===== src/rtl/lockdet_pkg.sv =====
package lockdet_pkg;

  localparam logic [63:0] PPM_SCALE = 64'd1000000;

  // absolute difference of two counts
  function automatic logic [31:0] count_err(input logic [31:0] a, input logic [31:0] b);
    return (a >= b) ? (a - b) : (b - a);
  endfunction

  // true when err, expressed in ppm of the window, is above the limit
  function automatic logic over_limit(input logic [31:0] err, input logic [31:0] ppm,
                                      input logic [31:0] win);
    logic [63:0] lhs;
    logic [63:0] rhs;
    lhs = 64'(err) * PPM_SCALE;
    rhs = 64'(ppm) * 64'(win);
    return lhs > rhs;
  endfunction

  // lock-gain limit: loss limit less the hysteresis, floored at zero
  function automatic logic [31:0] gain_limit(input logic [31:0] loss, input logic [31:0] hyst);
    return (loss > hyst) ? (loss - hyst) : 32'd0;
  endfunction

endpackage


===== src/rtl/rec_divider.sv =====
module rec_divider #(
  parameter int DIV_FAST = 4,
  parameter int DIV_SLOW = 1
) (
  input  logic clk,
  input  logic rst_n,
  input  logic hold,
  input  logic rate_sel,
  input  logic rec_tick,
  output logic div_pulse
);
  localparam int DIV_MAX = (DIV_FAST > DIV_SLOW) ? DIV_FAST : DIV_SLOW;
  localparam int DW      = $clog2(DIV_MAX + 1);

  logic [DW-1:0] phase_q;
  logic [DW-1:0] ratio;

  assign ratio     = rate_sel ? DW'(DIV_SLOW) : DW'(DIV_FAST);
  assign div_pulse = rec_tick && !hold && (phase_q == ratio - DW'(1));

  always_ff @(posedge clk or negedge rst_n) begin
    if (!rst_n)            phase_q <= '0;
    else if (hold)         phase_q <= '0;
    else if (div_pulse)    phase_q <= '0;
    else if (rec_tick)     phase_q <= phase_q + DW'(1);
  end

  // the phase never passes the selected ratio
  assert_phase_in_range_R1: assert property (@(posedge clk) disable iff (!rst_n)
    (!hold && $stable(rate_sel)) |=> (phase_q < ratio));
endmodule


===== src/rtl/window_counter.sv =====
module window_counter #(
  parameter int WIN_REF = 4096,
  parameter int CNT_W   = 15
) (
  input  logic             clk,
  input  logic             rst_n,
  input  logic             hold,
  input  logic             ref_tick,
  input  logic             div_pulse,
  output logic             win_close,
  output logic [CNT_W-1:0] rec_total
);
  localparam int RW = (WIN_REF > 1) ? $clog2(WIN_REF) : 1;

  logic [RW-1:0]    ref_cnt_q;
  logic [CNT_W-1:0] rec_cnt_q;

  assign win_close = ref_tick && !hold && (ref_cnt_q == RW'(WIN_REF - 1));
  assign rec_total = (div_pulse && (rec_cnt_q != '1)) ? rec_cnt_q + CNT_W'(1) : rec_cnt_q;

  always_ff @(posedge clk or negedge rst_n) begin
    if (!rst_n) begin
      ref_cnt_q <= '0;
      rec_cnt_q <= '0;
    end else if (hold || win_close) begin
      ref_cnt_q <= '0;
      rec_cnt_q <= '0;
    end else begin
      if (ref_tick) ref_cnt_q <= ref_cnt_q + RW'(1);
      rec_cnt_q <= rec_total;
    end
  end

  // a close is always caused by a reference strobe
  assert_close_on_ref_R2: assert property (@(posedge clk) disable iff (!rst_n)
    win_close |-> (ref_tick && !hold));
endmodule


===== src/rtl/lock_fsm.sv =====
module lock_fsm
  import lockdet_pkg::*;
#(
  parameter int WIN_REF  = 4096,
  parameter int CNT_W    = 15,
  parameter int PPM_W    = 20,
  parameter int HYST_PPM = 25,
  parameter int REACQ_K  = 8
) (
  input  logic             clk,
  input  logic             rst_n,
  input  logic             suppress,
  input  logic             ref_valid,
  input  logic             win_close,
  input  logic [CNT_W-1:0] rec_total,
  input  logic [PPM_W-1:0] loss_ppm,
  output logic             lol,
  output logic             reacq
);
  localparam int MW = $clog2(REACQ_K + 1);

  logic          locked_q;
  logic [MW-1:0] miss_q;
  logic          hold;
  logic [31:0]   err;
  logic          drop_lock;
  logic          gain_lock;
  logic          locked_nx;

  assign hold      = suppress || !ref_valid;
  assign err       = count_err(32'(rec_total), 32'(WIN_REF));
  assign drop_lock = over_limit(err, 32'(loss_ppm), 32'(WIN_REF));
  assign gain_lock = !over_limit(err, gain_limit(32'(loss_ppm), 32'(HYST_PPM)), 32'(WIN_REF));
  assign locked_nx = locked_q ? !drop_lock : gain_lock;

  always_ff @(posedge clk or negedge rst_n) begin
    if (!rst_n) begin
      locked_q <= 1'b0;
      miss_q   <= '0;
      reacq    <= 1'b0;
      lol      <= 1'b1;
    end else begin
      reacq <= 1'b0;
      if (suppress)        lol <= 1'b0;
      else if (!ref_valid) lol <= 1'b1;
      else                 lol <= !locked_q;
      if (hold) begin
        locked_q <= 1'b0;
        miss_q   <= '0;
      end else if (win_close) begin
        locked_q <= locked_nx;
        if (locked_nx) begin
          miss_q <= '0;
        end else if (miss_q == MW'(REACQ_K - 1)) begin
          miss_q <= '0;
          reacq  <= 1'b1;
        end else begin
          miss_q <= miss_q + MW'(1);
        end
      end
    end
  end

  assert_lock_at_close_R2: assert property (@(posedge clk) disable iff (!rst_n)
    $rose(locked_q) |-> $past(win_close));
  assert_supp_low_R8: assert property (@(posedge clk) disable iff (!rst_n)
    suppress |=> !lol);
  assert_noref_high_R7: assert property (@(posedge clk) disable iff (!rst_n)
    (!ref_valid && !suppress) |=> lol);
  assert_reacq_single_R6: assert property (@(posedge clk) disable iff (!rst_n)
    reacq |=> !reacq);
  assert_reacq_not_held_R6: assert property (@(posedge clk) disable iff (!rst_n)
    hold |=> !reacq);
endmodule


===== src/rtl/freq_lock_detector.sv =====
module freq_lock_detector #(
  parameter int WIN_REF  = 4096,
  parameter int DIV_FAST = 4,
  parameter int DIV_SLOW = 1,
  parameter int PPM_W    = 20,
  parameter int HYST_PPM = 25,
  parameter int REACQ_K  = 8
) (
  input  logic             clk,
  input  logic             rst_n,
  input  logic             ref_tick,
  input  logic             rec_tick,
  input  logic             rate_sel,
  input  logic             ref_valid,
  input  logic             suppress,
  input  logic [PPM_W-1:0] loss_ppm,
  output logic             lol,
  output logic             reacq
);
  localparam int CNT_W = $clog2(4 * WIN_REF) + 1;

  logic             hold;
  logic             div_pulse;
  logic             win_close;
  logic [CNT_W-1:0] rec_total;

  assign hold = suppress || !ref_valid;

  rec_divider #(.DIV_FAST(DIV_FAST), .DIV_SLOW(DIV_SLOW)) u_div (
    .clk(clk), .rst_n(rst_n), .hold(hold), .rate_sel(rate_sel),
    .rec_tick(rec_tick), .div_pulse(div_pulse));

  window_counter #(.WIN_REF(WIN_REF), .CNT_W(CNT_W)) u_win (
    .clk(clk), .rst_n(rst_n), .hold(hold), .ref_tick(ref_tick),
    .div_pulse(div_pulse), .win_close(win_close), .rec_total(rec_total));

  lock_fsm #(.WIN_REF(WIN_REF), .CNT_W(CNT_W), .PPM_W(PPM_W),
             .HYST_PPM(HYST_PPM), .REACQ_K(REACQ_K)) u_fsm (
    .clk(clk), .rst_n(rst_n), .suppress(suppress), .ref_valid(ref_valid),
    .win_close(win_close), .rec_total(rec_total), .loss_ppm(loss_ppm),
    .lol(lol), .reacq(reacq));
endmodule


===== config.mk =====
export PLATFORM = sky130hd
export DESIGN_NAME = freq_lock_detector
export DESIGN_NICKNAME = d
export VERILOG_FILES = /design/src/rtl/lockdet_pkg.sv /design/src/rtl/rec_divider.sv /design/src/rtl/window_counter.sv /design/src/rtl/lock_fsm.sv /design/src/rtl/freq_lock_detector.sv
export SDC_FILE = /design/constraint.sdc
export NUM_CORES = 1
export LEC_CHECK = 0
export CAP_MARGIN = 20
export CORE_UTILIZATION = 55
export CTS_BUF_LIST = sky130_fd_sc_hd__clkbuf_16
export CTS_CLUSTER_DIAMETER = 200
export DETAILED_ROUTE_END_ITERATION = 12
export DONT_BUFFER_PORTS = 1
export PLACE_DENSITY_LB_ADDON = 0.08
export SKIP_LAST_GASP = 1
export SYNTH_ARGS = -nofsm -noshare
export SYNTH_HDL_FRONTEND = slang
export SYNTH_SLANG_ARGS = --single-unit

===== constraint.sdc =====
create_clock -name clk -period 26.1 [get_ports clk]
set_clock_uncertainty 0.1 [all_clocks]
set_input_delay 3.915 -clock clk [delete_from_list [all_inputs] [get_ports clk]]
set_output_delay 3.915 -clock clk [all_outputs]
set_load 0.005 [all_outputs]

==> metrics.yaml <==
synth:
  synth-simple-area-share_pct: 18.13
  netlist_instances: 1039
  synth.yosys.warnings: 0
  ys_ff_latch: 37
  netlist_area_um2: 8936
  synthMuxAreaShare_pct: 1.330
  synth_edf_count: 0
  synth_adder_area_share_pct: 35.62
  ys_seq_area_share_pct: 10.38
  synth-compound-area-share_pct: 15.49
  syn_area_per_cell_um2: 8.601
  synthFlopType: "dfrtp_1"
  ys_types: 93
  synth_xor_xnor_area_share_pct: 11.24
  synth_top_family_by_area: "adder cells"
  synthArstFlopShare_pct: 100.0
hold_path:
  hold_class: "flip-flop to flip-flop"
  hold_start: "u_fsm.miss_q[3]"
  timing.hold.worst_path_depth: 1
  holdPathEnd: "u_fsm.reacq"
finish:
  n_fill_cell: 1472
  syn2layout_area_growth_pct: 4.313
  fin_nets: 1263
  drive_gt1_share_pct: 5.345
  num_antenna_cells: 0
  fin_area_um2: 9321
drt:
  top_layer: "met4"
  wl_met2_mm: 9.224
  vias: 7149
  wl_met3_um: 563
  drt_iter0_markers: 335
  drc_errors: 0
  routed_wl_mm: 19.23
  firstDrtPassIters: 4
  wl_per_cell_um: 15.45
  drtAntennaViolNets: 0
  wl_met1_mm: 9.219
  vias_per_cell: 5.742
placed_design:
  io_buffers: 0
  gp_congestion: 0.9247
  post-dp-hpwl_mm: 16.52
  placed_area_um2: 9146
worst_setup_path:
  cp_max_fo: 12
  critPathMaxStageDelay_ns: 0.71
  worstSetupStartpointType: "input port"
  timing.rr.end: "u_fsm.locked_q"
  worst-setup-path-type: "input port to flip-flop"
  crit_buf_inv: 5
  crit_cells: 41
  r2r_cells: 41
  cp_top_family: "adder cells"
  crit_slowest_cell: "xor2_1"
  crit_arrival_ns: 15.48
  end_kind: "flip-flop"
  ff2ff_setup_slack_ns: 13.60
  r2r-start: "u_win.rec_cnt_q[0]"
  startpoint: "rate_sel"
  cpMostUsedCell: "fa_1"
  cp.required_ns: 26.21
run_status:
  outcome: "finished, final reports clean"
floorplanning:
  num_rows: 46
  ios: 29
  core_area_um2: 15890
  die_area_um2: 16760
  start_util_pct: 56.25
  die_w_um: 129.5
  die_h_um: 129.5
power:
  powerDensity_nw_per_um2: 31.29
  leakage_nw: 4.720
  peakVddDrop_v: 0.00004785
timing:
  finalHoldViolations: 0
  finalMaxSlewViolations: 0
  fin_setup_tns_ns: 0
  period_needed_ns: 15.37
  timing.final.crit_share_pct: 58.89
  clock.fmax_mhz: 65.06
  finalSetupViolations: 0
  worst_slew_pin_slew_ns: 0.9435
  rsz0062_at_grt: "no"
  slew_headroom_pct: 35.30
clock_network:
  clkSlewWorstSetupHoldPaths_ns: 0.06
  htreeDepth: 2
  root_buffer: "clkbuf_16"
  worstSkewPairLatency_ns: 0.29
  clock-sinks: 37
  clock_path_buffers: 2
  post_cts_buffers: 0
  cts.hold.buffers_added: 0
  cts_tree: "yes"
  cts_made_buffers: 5
  cts_resized: 0
global_route:
  grt_max_degree: 38
  antenna_found_initial: 0
  grt_first_pass_wirelength_mm: 32.38
  first_global_vias: 6759
  grt_overflow: 0
  track_usage_pct: 24.22
flow_run:
  maxCapViolCount: 0
## how the worst max path moves through the flow
stage                      to  slack [ns]
3_5_place_dp   u_fsm.locked_q       10.18
2_1_floorplan  u_fsm.locked_q       10.58
3_3_place_gp   u_fsm.locked_q       10.49
6_report       u_fsm.locked_q       10.73
5_1_grt        u_fsm.locked_q        9.89
4_1_cts        u_fsm.locked_q       10.43
## cells in the final DEF, fill, tap and decap left out, drive strengths merged, types with 3 or more instances in the layout
cell type  instances
nand2             68
a31oi              7
o21bai             6
ha               140
o22ai              5
and2              14
o21a               5
xnor3              3
or3                8
nor2b             12
and3              11
clkbuf             5
mux2i              8
nor4              11
o41ai              4
nand2b             6
nand4             20
a211oi            10
or2                8
nand3             34
dfrtp             36
a2111oi            6
conb               3
nor3              17
xor2              27
o211ai            10
nor2              73
a21oi             41
buf                4
a21o              31
and4              11
o21ai             29
or4                5
a221oi             3
inv              155
fa                68
maj3               7
xnor2             73
## state kept, by name (all words and copies together) (netlist names)
signal and count:
u_fsm.locked_q 1, u_fsm.reacq 1, u_div.phase_q 3, u_fsm.miss_q 4, u_win.rec_cnt_q 15, u_win.ref_cnt_q 12, u_fsm.lol 1
## kinds of logic after synthesis
family | after synthesis
AOI/OAI and AO/OA | 185
muxes | 10
and+or+nand+nor | 308
adders and majority gates | 215
other | 1
xor gates and xnor gates | 104
DFF | 37
buffers and inverters | 179
## cell type report
cell class                 count  area [um^2]  share of cell area, %
clock inverter                 3        37.54                 0.4027
multi-input combinational    825         7341                  78.75
sequential                    37        927.1                  9.946
tap                          216        270.3                  2.899
clock buffer                   5        125.1                  1.342
timing repair buffer           5        42.54                 0.4564
inverter                     154        578.1                  6.201
## synth_stat cells, types with 3 or more instances
cell type | instances | area [um^2]
ha_1 | 140 | 1752
nor2b_1 | 12 | 75.07
a211oi_1 | 9 | 67.56
nor3_1 | 17 | 85.08
a2111oi_0 | 4 | 35.03
o21ai_0 | 26 | 130.1
xor2_1 | 26 | 227.7
o22ai_1 | 5 | 31.28
o21a_1 | 5 | 37.54
maj3_1 | 7 | 70.07
xnor2_1 | 69 | 604.3
fa_1 | 68 | 1361
inv_2 | 3 | 11.26
inv_1 | 151 | 566.8
xnor2_2 | 4 | 65.06
dfrtp_1 | 36 | 900.9
nor2_1 | 71 | 266.5
and2_1 | 14 | 87.58
buf_2 | 3 | 15.01
buf_4 | 5 | 37.54
nand2b_1 | 6 | 37.54
and3_1 | 11 | 68.82
a31oi_1 | 6 | 37.54
o21bai_1 | 6 | 45.04
or2_2 | 8 | 50.05
clkbuf_1 | 15 | 56.30
nand4_1 | 19 | 118.9
mux2i_1 | 7 | 70.07
a221oi_1 | 3 | 26.28
or4_1 | 4 | 30.03
nor4_1 | 11 | 68.82
nand2_1 | 68 | 255.2
a21o_1 | 31 | 232.7
and4_1 | 10 | 87.58
a21oi_1 | 40 | 200.2
nand3_1 | 33 | 165.2
xnor3_1 | 3 | 67.56
or3_1 | 8 | 50.05
o211ai_1 | 10 | 75.07
## worst reg2reg max path: cells and delay by family, from the launching register on
kind                     cells  cell delay (ns)
AO/OA/AOI/OAI               12             2.18
adder cells (fa/ha/maj)     10             4.32
flip-flops                   1             0.49
AND/OR/NAND/NOR             11             3.13
buffers and inverters        5             0.82
XOR/XNOR                     3             1.38
## per-layer routing
metal	up-vias	track usage (%)
met5	-	0
met4	0	5.267
met3	19	1.817
met2	116	41.49
met1	3454	33.51
li1	3560	-
## power by group
part | switching, mW | internal, mW | total [mW] | leakage (nW)
sequential | 0.000327 | 0.0577 | 0.0581 | 0.513
clock | 0.0231 | 0.0444 | 0.0674 | 0.0826
combinational | 0.0964 | 0.0698 | 0.166 | 4.12
## through the flow
stage	utilization, %	hold slack, ns	power [mW]	worst slack (ns)	std cells
floorplan	-	0.3270	0.1904	10.58	1041
global placement	57.58	0.3993	0.2246	10.49	1236
detailed placement	57.58	0.3957	0.2257	10.18	1236
CTS	58.60	0.4021	0.2953	10.43	1244
global route	58.68	0.4354	0.3226	9.891	1245
finish	58.68	0.4057	0.2917	10.73	1245
(Power assumes the default switching activity.)
